### src/rtl/rws_pkg.sv
package rws_pkg;
  typedef enum logic [2:0] {
    ST_CONF = 3'd0,
    ST_OFF  = 3'd1,
    ST_ON   = 3'd2,
    ST_HOLD = 3'd3,
    ST_FOFF = 3'd4,
    ST_FON  = 3'd5
  } rws_state_e;

  function automatic logic rx_powered(rws_state_e s);
    return (s == ST_ON) || (s == ST_HOLD) || (s == ST_FON);
  endfunction
endpackage

### src/rtl/rws_sync.sv
module rws_sync #(
  parameter int          W       = 3,
  parameter int          STAGES  = 2,
  parameter logic [W-1:0] RST_VAL = '0
) (
  input  logic         clk_i,
  input  logic         rst_ni,
  input  logic [W-1:0] d_i,
  output logic [W-1:0] q_o
);
  logic [STAGES-1:0][W-1:0] stg_q;

  always_ff @(posedge clk_i or negedge rst_ni) begin
    if (!rst_ni) stg_q[0] <= RST_VAL;
    else         stg_q[0] <= d_i;
  end

  for (genvar i = 1; i < STAGES; i++) begin : g_stage
    always_ff @(posedge clk_i or negedge rst_ni) begin
      if (!rst_ni) stg_q[i] <= RST_VAL;
      else         stg_q[i] <= stg_q[i-1];
    end
  end

  assign q_o = stg_q[STAGES-1];
endmodule

### src/rtl/rws_timer.sv
module rws_timer #(
  parameter int CNT_W = 4
) (
  input  logic             clk_i,
  input  logic             rst_ni,
  input  logic             load_i,
  input  logic [CNT_W-1:0] load_val_i,
  input  logic             run_i,
  input  logic             tick_i,
  output logic             expire_o
);
  localparam logic [CNT_W-1:0] ONE = CNT_W'(1);

  logic [CNT_W-1:0] cnt_q;
  logic [CNT_W-1:0] ld_val;

  // zero setting behaves as a single tick
  assign ld_val   = (load_val_i == '0) ? ONE : load_val_i;
  assign expire_o = run_i && tick_i && (cnt_q == ONE);

  always_ff @(posedge clk_i or negedge rst_ni) begin
    if (!rst_ni)                        cnt_q <= ONE;
    else if (load_i)                    cnt_q <= ld_val;
    else if (run_i && tick_i && cnt_q != ONE) cnt_q <= cnt_q - ONE;
  end

  AST_CNT_NONZERO: assert property (@(posedge clk_i) disable iff (!rst_ni)
    cnt_q != '0);
endmodule

### src/rtl/rws_bank.sv
module rws_bank (
  input  logic clk_i,
  input  logic rst_ni,
  input  logic en_a_i,
  input  logic en_b_i,
  input  logic clr_i,
  input  logic adv_i,
  input  logic pick_i,
  output logic bank_o,
  output logic any_o
);
  logic bank_q;
  logic cur_en, oth_en;

  assign cur_en = bank_q ? en_b_i : en_a_i;
  assign oth_en = bank_q ? en_a_i : en_b_i;
  assign any_o  = en_a_i || en_b_i;
  assign bank_o = bank_q;

  always_ff @(posedge clk_i or negedge rst_ni) begin
    if (!rst_ni)                          bank_q <= 1'b0;
    else if (clr_i)                       bank_q <= 1'b0;
    else if (adv_i && oth_en)             bank_q <= ~bank_q;
    else if (pick_i && !cur_en && oth_en) bank_q <= ~bank_q;
  end

  AST_BANK_HOLD: assert property (@(posedge clk_i) disable iff (!rst_ni)
    (!clr_i && !adv_i && !pick_i) |=> $stable(bank_q));
endmodule

### src/rtl/rx_wake_seq.sv
module rx_wake_seq #(
  parameter int RON_W       = 4,
  parameter int ROFF_W      = 3,
  parameter int SYNC_STAGES = 2
) (
  input  logic              clk_i,
  input  logic              rst_ni,
  input  logic              tick_i,
  input  logic              cfg_ni,
  input  logic              strb_drv_i,
  input  logic              strb_lvl_i,
  input  logic              bank_a_en_i,
  input  logic              bank_b_en_i,
  input  logic [RON_W-1:0]  on_len_i,
  input  logic [ROFF_W-1:0] off_len_i,
  input  logic              msg_act_i,
  output logic              rx_en_o,
  output logic              bank_o,
  output logic [2:0]        state_o
);
  import rws_pkg::*;

  localparam int CNT_W = (RON_W > ROFF_W) ? RON_W : ROFF_W;

  logic [2:0] async_s;
  logic       cfg_s, strb_drv_s, strb_lvl_s;

  rws_state_e       st_q, st_d;
  logic             load, adv, pick, expire, run, any_en;
  logic [CNT_W-1:0] load_val;

  // reset value keeps configuration asserted until the first synced sample
  rws_sync #(.W(3), .STAGES(SYNC_STAGES), .RST_VAL(3'b000)) u_sync (
    .clk_i (clk_i),
    .rst_ni(rst_ni),
    .d_i   ({cfg_ni, strb_drv_i, strb_lvl_i}),
    .q_o   (async_s)
  );
  assign {cfg_s, strb_drv_s, strb_lvl_s} = async_s;

  assign run = (st_q == ST_OFF) || (st_q == ST_ON);

  rws_timer #(.CNT_W(CNT_W)) u_timer (
    .clk_i     (clk_i),
    .rst_ni    (rst_ni),
    .load_i    (load),
    .load_val_i(load_val),
    .run_i     (run),
    .tick_i    (tick_i),
    .expire_o  (expire)
  );

  rws_bank u_bank (
    .clk_i (clk_i),
    .rst_ni(rst_ni),
    .en_a_i(bank_a_en_i),
    .en_b_i(bank_b_en_i),
    .clr_i (!cfg_s),
    .adv_i (adv),
    .pick_i(pick),
    .bank_o(bank_o),
    .any_o (any_en)
  );

  always_comb begin
    st_d     = st_q;
    load     = 1'b0;
    load_val = CNT_W'(off_len_i);
    adv      = 1'b0;
    pick     = 1'b0;
    if (!cfg_s) begin
      st_d = ST_CONF;
    end else if (strb_drv_s && !strb_lvl_s) begin
      st_d = ST_FOFF;
    end else if (strb_drv_s) begin
      st_d = ST_FON;
    end else begin
      unique case (st_q)
        ST_CONF, ST_FOFF: begin
          st_d = ST_OFF;
          load = 1'b1;
        end
        ST_FON: begin
          if (msg_act_i) st_d = ST_HOLD;
          else begin
            st_d = ST_OFF;
            load = 1'b1;
          end
        end
        ST_OFF: begin
          if (expire) begin
            pick = 1'b1;
            load = 1'b1;
            if (any_en) begin
              st_d     = ST_ON;
              load_val = CNT_W'(on_len_i);
            end
          end
        end
        ST_ON: begin
          if (expire) begin
            if (msg_act_i) st_d = ST_HOLD;
            else begin
              st_d = ST_OFF;
              load = 1'b1;
              adv  = 1'b1;
            end
          end
        end
        ST_HOLD: begin
          if (tick_i && !msg_act_i) begin
            st_d = ST_OFF;
            load = 1'b1;
            adv  = 1'b1;
          end
        end
        default: st_d = ST_CONF;
      endcase
    end
  end

  always_ff @(posedge clk_i or negedge rst_ni) begin
    if (!rst_ni) st_q <= ST_CONF;
    else         st_q <= st_d;
  end

  assign rx_en_o = rx_powered(st_q);
  assign state_o = st_q;

  AST_CFG_FORCE: assert property (@(posedge clk_i) disable iff (!rst_ni)
    !cfg_s |=> (state_o == 3'd0) && !rx_en_o);
  AST_STRB_OFF: assert property (@(posedge clk_i) disable iff (!rst_ni)
    (cfg_s && strb_drv_s && !strb_lvl_s) |=> !rx_en_o);
  AST_STRB_ON: assert property (@(posedge clk_i) disable iff (!rst_ni)
    (cfg_s && strb_drv_s && strb_lvl_s) |=> rx_en_o);
  AST_HOLD_KEEP: assert property (@(posedge clk_i) disable iff (!rst_ni)
    (cfg_s && !strb_drv_s && st_q == ST_HOLD && msg_act_i) |=> rx_en_o);
  AST_TICK_ONLY: assert property (@(posedge clk_i) disable iff (!rst_ni)
    (cfg_s && !strb_drv_s && !tick_i &&
     (st_q == ST_OFF || st_q == ST_ON || st_q == ST_HOLD)) |=> $stable(rx_en_o));
  AST_NO_BANK_OFF: assert property (@(posedge clk_i) disable iff (!rst_ni)
    (cfg_s && !strb_drv_s && !bank_a_en_i && !bank_b_en_i && st_q == ST_OFF)
      |=> !rx_en_o);
endmodule

### config.mk
export PLATFORM = sky130hd
export DESIGN_NAME = rx_wake_seq
export DESIGN_NICKNAME = d
export VERILOG_FILES = /design/src/rtl/rws_pkg.sv /design/src/rtl/rws_sync.sv /design/src/rtl/rws_timer.sv /design/src/rtl/rws_bank.sv /design/src/rtl/rx_wake_seq.sv
export SDC_FILE = /design/constraint.sdc
export NUM_CORES = 1
export LEC_CHECK = 0
export ABC_AREA = 1
export BUFFER_PORTS_ARGS = -buffer_cell sky130_fd_sc_hd__buf_2
export CORE_MARGIN = 5
export CORE_UTILIZATION = 51
export CTS_BUF_LIST = sky130_fd_sc_hd__clkbuf_8 sky130_fd_sc_hd__clkbuf_16
export CTS_CLUSTER_SIZE = 28
export DETAILED_ROUTE_END_ITERATION = 16
export PLACE_DENSITY = 0.83
export SYNTH_ARGS = -nofsm -noshare
export SYNTH_HDL_FRONTEND = slang
export SYNTH_SLANG_ARGS = --single-unit
### constraint.sdc
create_clock -name clk_i -period 1.9 [get_ports clk_i]
set_input_delay 0 -clock clk_i [delete_from_list [all_inputs] [get_ports clk_i]]
set_output_delay 0 -clock clk_i [all_outputs]
set_load 0.02 [all_outputs]
==> summary.txt, run 1 <==
Outcome
  • Status: finished clean

Drt
  • DR vias: 889
  • Post-route DRC: 0
  • Final WL: 2090 um
  • Post-route ant nets: 0
  • Initial DRC count: 25
  • Wire per inst: 13.0 um
  • Drt first pass iters: 4
  • Avg Vias per Cell: 5.52

Setup path
  • Required time worst endpoint: 2080 ps
  • Worst-path fanout max: 5
  • R2R Setup Slk: 100 ps
  • Data arrival time of the worst path: 1990 ps
  • Startpoint types: flip-flop
  • Crit Path Category: flip-flop to flip-flop
  • CP endpoint kind: flip-flop

Place
  • DP Area: 1010 um^2
  • DP Wirelength: 1570 um
  • Buffers on Ports: 20
  • Pre-CTS WS: 92.4 ps
  • Placed Instances: 149
  • GPL Wtd Cong: 0.822

Global route
  • Global route overflow: 0
  • Global-route wire length before repair: 3480 um
  • Global routing's busiest layer: met2
  • Initial antenna violation count: 0
  • Vias in the first global route: 875
  • Met3 usage: 3.15%
  • Met2 GRT Util: 28.7%
  • Largest net degree at the start of global routing: 15
  • All-Layer GR Usage: 17.1%
  • Grt met1 use: 20.4%

STA
  • Max frequency: 555 MHz
  • Final hold violations: 0
  • Worst-margin pin slew: 312 ps
  • Final clock skew: 1.45 ps
  • Period Utilization, post-route: 94.8%
  • RSZ-0062 raised after global routing: true
  • Worst-case hold slack: 62.2 ps
  • Headroom to the max-slew limit: 79.2%
  • Final min period: 1800 ps
  • Max-slew violations: 0
  • Final Setup Violations: 0
  • Setup WS post-layout: 98.2 ps

Yosys
  • Syn nets: 130
  • Synth cell types: 23
  • Fraction of registers with async set/reset: 100%
  • Top FF cell, synth: dfrtp_1
  • Mapped Cells: 112
  • Mean Syn Cell Area: 7.97 um^2
  • Synth Cell Area: 892 um^2
  • Yosys warns: 0
  • Yosys reg bits: 14
  • Post-synth EDFFs: 0
  • Post-synthesis sequential area ratio: 39.4%

Clock tree
  • Max clock buf depth: 2
  • Clock sinks: 14
  • Clock transition at path regs: 60 ps
  • Htree depth: 1
  • TritonCTS buffer count: 3
  • Root Buffer: clkbuf_8
  • Clock Latency Late Sink: 240 ps
  • CTS tree: done

Cells and area
  • ANT cells: 0
  • Share of layout cells above drive strength 1: 33.3%
  • Area Overhead vs Synth: 30.0%
  • Layout Cells excl Fill: 161
  • Nets: 163
  • Post-layout instance area: 1160 um^2

Floorplan
  • Core area: 1690 um^2
  • Die H: 51.8 um
  • Top Ports: 21
  • Row count: 15
  • Die area: 2690 um^2
  • Initial Util: 52.8%
  • Chip width: 51.8 um

Min path
  • HP Class: input pin to flip-flop

Flow run
  • Max cap viols: 0

Power
  • Worst vdd ir: 0.560 mV
  • Power Total: 981 uW
  • P_leak: 0.000583 uW
  • PD cells: 845 nW/um^2
==> per-layer routing <==
metal	vias to the layer above	part of all wire, %
li1	437	-
met1	414	44
met2	36	50
met3	2	5.8
met4	0	0.82
met5	-	0
==> report_power, final <==
| group | internal (uW) | switching (uW) | leakage (uW) |
|---|---|---|---|
| sequential | 354 | 49.7 | 0.000170 |
| clock | 183 | 97.0 | 0.0000288 |
| combinational | 125 | 172 | 0.000384 |
| total | 662 | 318 | 0.000583 |
==> cells in the mapped netlist, types with 2 or more instances <==
| cell | count | area (um^2) |
|---|---|---|
| a21oi_1 | 3 | 15.0 |
| xor2_1 | 2 | 17.5 |
| nor2_4 | 2 | 22.5 |
| o21ai_1 | 3 | 15.0 |
| o21ai_0 | 5 | 25.0 |
| nor2_1 | 6 | 22.5 |
| inv_2 | 4 | 15.0 |
| o211ai_1 | 2 | 15.0 |
| nand3_1 | 7 | 35.0 |
| inv_1 | 13 | 48.8 |
| nand2_1 | 32 | 120 |
| ha_1 | 2 | 25.0 |
| dfrtp_1 | 13 | 325 |
| nand3_2 | 2 | 20.0 |
| nand3_4 | 2 | 35.0 |
| nand4_1 | 7 | 43.8 |
==> sequential cells by signal, indices dropped and copies added, names as in the netlist <==
signal,count
u_timer.cnt_q,4
u_bank.bank_o,1
state_o,3
u_sync.q_o,3
u_sync.stg_q,3
==> critical path, cell delays in order, from the launching register on <==
cell and delay [ps]:
dfstp_2 550, ha_2 170, nand2_2 60, nor2_4 150, nand3_4 90, nor2_4 160, nand3_2 100, nand2_2 100
nand3_2 80, o21ai_2 140, nand2_1 60, nand2_1 60
==> cell type report <==
cell class | instances | area (um^2)
clock buffers | 4 | 55.1
fillers | 140 | 529
inverters | 17 | 63.8
multi-input cells | 81 | 498
flip-flops and latches | 14 | 352
well taps | 17 | 21.3
repair buffers | 28 | 170
==> metrics by stage <==
step | TNS, ps | utilization (%)
after floorplan | 0 | -
after global placement | 0 | 60.0
after detailed placement | 0 | 60.0
after CTS | 0 | 65.6
after global routing | -15.0 | 68.7
final | 0 | 68.7
==> repair_timing <==
action                     in CTS  in global routing
buffers inserted                0                  4
resized for setup               0                  6
setup endpoints to repair       0                  2
hold endpoints to repair       17                  0
hold buffers                    4                  0
==> placed cells by master, fill, tap and decap left out, drive strengths merged, types with 2 or more instances in the layout <==
master / instances
o211ai: 2
o21ai: 8
nor2: 9
nand4: 7
buf: 24
dfrtp: 13
a21oi: 3
inv: 17
nand2: 33
ha: 2
xor2: 2
clkbuf: 4
dlygate4sd3: 4
nand3: 11
==> cells by family (layout without fill, tap and decap cells) <==
kind of cell / Yosys count / in the layout / share of synthesized area [%]
xor+xnor: 2 / 2 / 1.96
flops: 14 / 14 / 39.4
fa+ha+maj: 2 / 2 / 2.80
buf+inv: 17 / 49 / 7.15
mux: 1 / 1 / 1.26
compound gates: 16 / 16 / 11.9
simple gates: 60 / 60 / 35.5
==> worst paths after layout <==
path                                       start                to  cells after the start
worst max register to register  u_timer.cnt_q[0]  u_timer.cnt_q[0]                     11
worst max-delay path            u_timer.cnt_q[0]  u_timer.cnt_q[0]                     11
worst min register to register   u_sync.stg_q[0]     u_sync.q_o[0]                      0
max in group asynchronous                 rst_ni  u_timer.cnt_q[0]                      2
min in group asynchronous                 rst_ni  u_timer.cnt_q[3]                      2
worst min-delay path                 bank_b_en_i     u_bank.bank_o                      3
Power figures use the tool's default switching activity.
==> inputs of run 2 (changes only) <==
HOLD_SLACK_MARGIN = 0.1   (was unset)
==> run 2 against run 1 <==
Global-route usage decreased by 0.12 points. Critical path type unchanged. Maximum frequency barely moved. Critical endpoint unchanged. Core utilization increased by 1.2 points. Total power increased by 0.43%. Non-clock buffer count rose by 2. Largest power group unchanged. Final area is 1.7% higher. Sequential power hardly changed. Die area unchanged. Worst hold slack improved by 73 ps.
==> summary.txt, run 2 (synthesis gave the netlist of run 1 again) <==
Place
  • GPL Wtd Cong: 0.822
  • DP Wirelength: 1570 um
  • Placed Instances: 149
  • Buffers on Ports: 20

Min path
  • Worst hold stages: 6
  • Worst Hold End: u_timer.cnt_q[0]
  • HP Class: input pin to flip-flop
  • Hold wc startpoint: off_len_i[2]

Floorplan
  • Die area: 2690 um^2
  • Die H: 51.8 um
  • Core area: 1690 um^2
  • Top Ports: 21
  • Initial Util: 52.8%
  • Chip width: 51.8 um
  • Row count: 15

STA
  • Final clock skew: 1.97 ps
  • Final hold violations: 0
  • Max-slew violations: 0
  • Worst-margin pin slew: 312 ps
  • Max frequency: 555 MHz
  • Final min period: 1800 ps
  • RSZ-0062 raised after global routing: true
  • Period Utilization, post-route: 94.9%
  • Headroom to the max-slew limit: 79.2%
  • Final Setup Violations: 0

Drt
  • DR vias: 901
  • Met2 wire len: 1040 um
  • Avg Vias per Cell: 5.53
  • Post-route ant nets: 0
  • Drt first pass iters: 4
  • Top Metal Used: met4
  • Initial DRC count: 30
  • Final WL: 2090 um
  • Met3 WL: 117 um
  • Post-route DRC: 0
  • M1 WL: 913 um
  • Wire per inst: 12.8 um

Cells and area
  • Area Overhead vs Synth: 32.3%
  • Most frequent cells in the layout: nand2_1, buf_2, inv_1, dfrtp_1, nand4_1
  • Nets: 165
  • ANT cells: 0
  • Largest register FFs: 4
  • Commonest non-fill, non-tap cell in the layout: nand2_1
  • Top reg by flops: u_timer.cnt_q
  • Layout Cells excl Fill: 163
  • Share of layout cells above drive strength 1: 32.9%
  • Fill cells: 138

Clock tree
  • CTS tree: done
  • Clock sinks: 14
  • Htree depth: 1
  • Root Buffer: clkbuf_8
  • TritonCTS buffer count: 3
  • Max clock buf depth: 2
  • Clock transition at path regs: 60 ps
  • Clock Latency Late Sink: 240 ps

Outcome
  • Status: finished clean

Global route
  • All-Layer GR Usage: 17.0%
  • Vias in the first global route: 877
  • Initial antenna violation count: 0
  • Global route overflow: 0
  • Largest net degree at the start of global routing: 15
  • Global-route wire length before repair: 3470 um

Setup path
  • Largest delay share family, worst path: simple AND/OR/NAND/NOR gates
  • CP max stage cell: dfstp_2
  • Buffers & Inverters on Critical Path: 0
  • Worst Reg-to-Reg Cells: 11
  • Required time worst endpoint: 2080 ps
  • Reg2reg start: u_timer.cnt_q[0]
  • CP endpoint kind: flip-flop
  • RR Endpoint: u_timer.cnt_q[0]
  • R2R Setup Slk: 100 ps
  • Startpoint types: flip-flop
  • Worst-path fanout max: 5
  • Critical-path cell list: ha_2, nand2_2, nor2_4, nand3_4, nor2_4, nand3_2, nand2_2, nand3_2, o21ai_2, nand2_1, nand2_1
  • Data arrival time of the worst path: 1990 ps
  • Crit Path Category: flip-flop to flip-flop
  • Critical path's largest stage delay: 550 ps

Power
  • Worst vdd ir: 0.568 mV
  • PD cells: 835 nW/um^2
  • P_leak: 0.000591 uW
  • Power Total: 985 uW

Flow run
  • Max cap viols: 0
## run 2: cell types whose count changed in the layout (fill, tap and decap cells not counted), sizes merged
cell         change
dlygate4sd3      +2
## run 2: what timing repair did
| item | in CTS | in global routing |
|---|---|---|
| setup endpoints to repair | 0 | 2 |
| hold buffers | 6 | 0 |
| gates resized for setup | 0 | 6 |
| buffers inserted | 0 | 4 |
| hold endpoints to repair | 18 | 0 |
## run 2: per-layer routing
metal  track usage, %  vias to the layer above
met1             20.3                      428
met4             9.17                        0
met5                0                        -
met2             28.5                       31
li1                 -                      440
met3             3.15                        2
## run 2: how the worst max path moves through the flow
| stage | startpoint | endpoint | slack, ps | depth (start not counted) |
|---|---|---|---|---|
| global placement | u_timer.cnt_q[0] | u_timer.cnt_q[0] | 180 | 11 |
| CTS | u_timer.cnt_q[0] | u_timer.cnt_q[0] | 80 | 11 |
| floorplan | u_timer.cnt_q[0] | u_timer.cnt_q[0] | 290 | 11 |
| global route | u_timer.cnt_q[0] | u_timer.cnt_q[0] | -10 | 11 |
| finish | u_timer.cnt_q[0] | u_timer.cnt_q[0] | 100 | 11 |
| detailed placement | u_timer.cnt_q[0] | u_timer.cnt_q[0] | 90 | 11 |
## run 2: per-stage QoR
step                      utilization [%]  worst slack [ps]  instance area [um^2]  setup TNS [ps]  hold WS [ps]
after floorplan                         -               291                   892               0          -296
after global placement               60.0               177                  1010               0         -90.8
after detailed placement             60.0              92.4                  1010               0         -85.8
after CTS                            66.8              80.5                  1130               0           109
after global routing                 69.9             -15.0                  1180           -15.0           162
final                                69.9              97.4                  1180               0           135
## run 2: final cells by class
cell class                      count  area (um^2)  area share (%)
Clock buffer                        4         55.1            4.67
Inverter                           17         63.8            5.41
Multi-Input combinational cell     81          498            42.2
Sequential cell                    14          352            29.8
Tap cell                           17         21.3            1.80
Timing Repair Buffer               30          190            16.1
## run 2: where the power goes
| part | switching (uW) | total [uW] | internal, uW |
|---|---|---|---|
| registers | 49.4 | 403 | 354 |
| logic | 173 | 300 | 128 |
| clock network | 98.0 | 281 | 183 |
## run 2: worst min-delay path, delay by kind of cell
kind	cells	cell delay (ps)
AND/OR/NAND/NOR	4	220
AO/OA/AOI/OAI	1	60
buffers and inverters	1	80
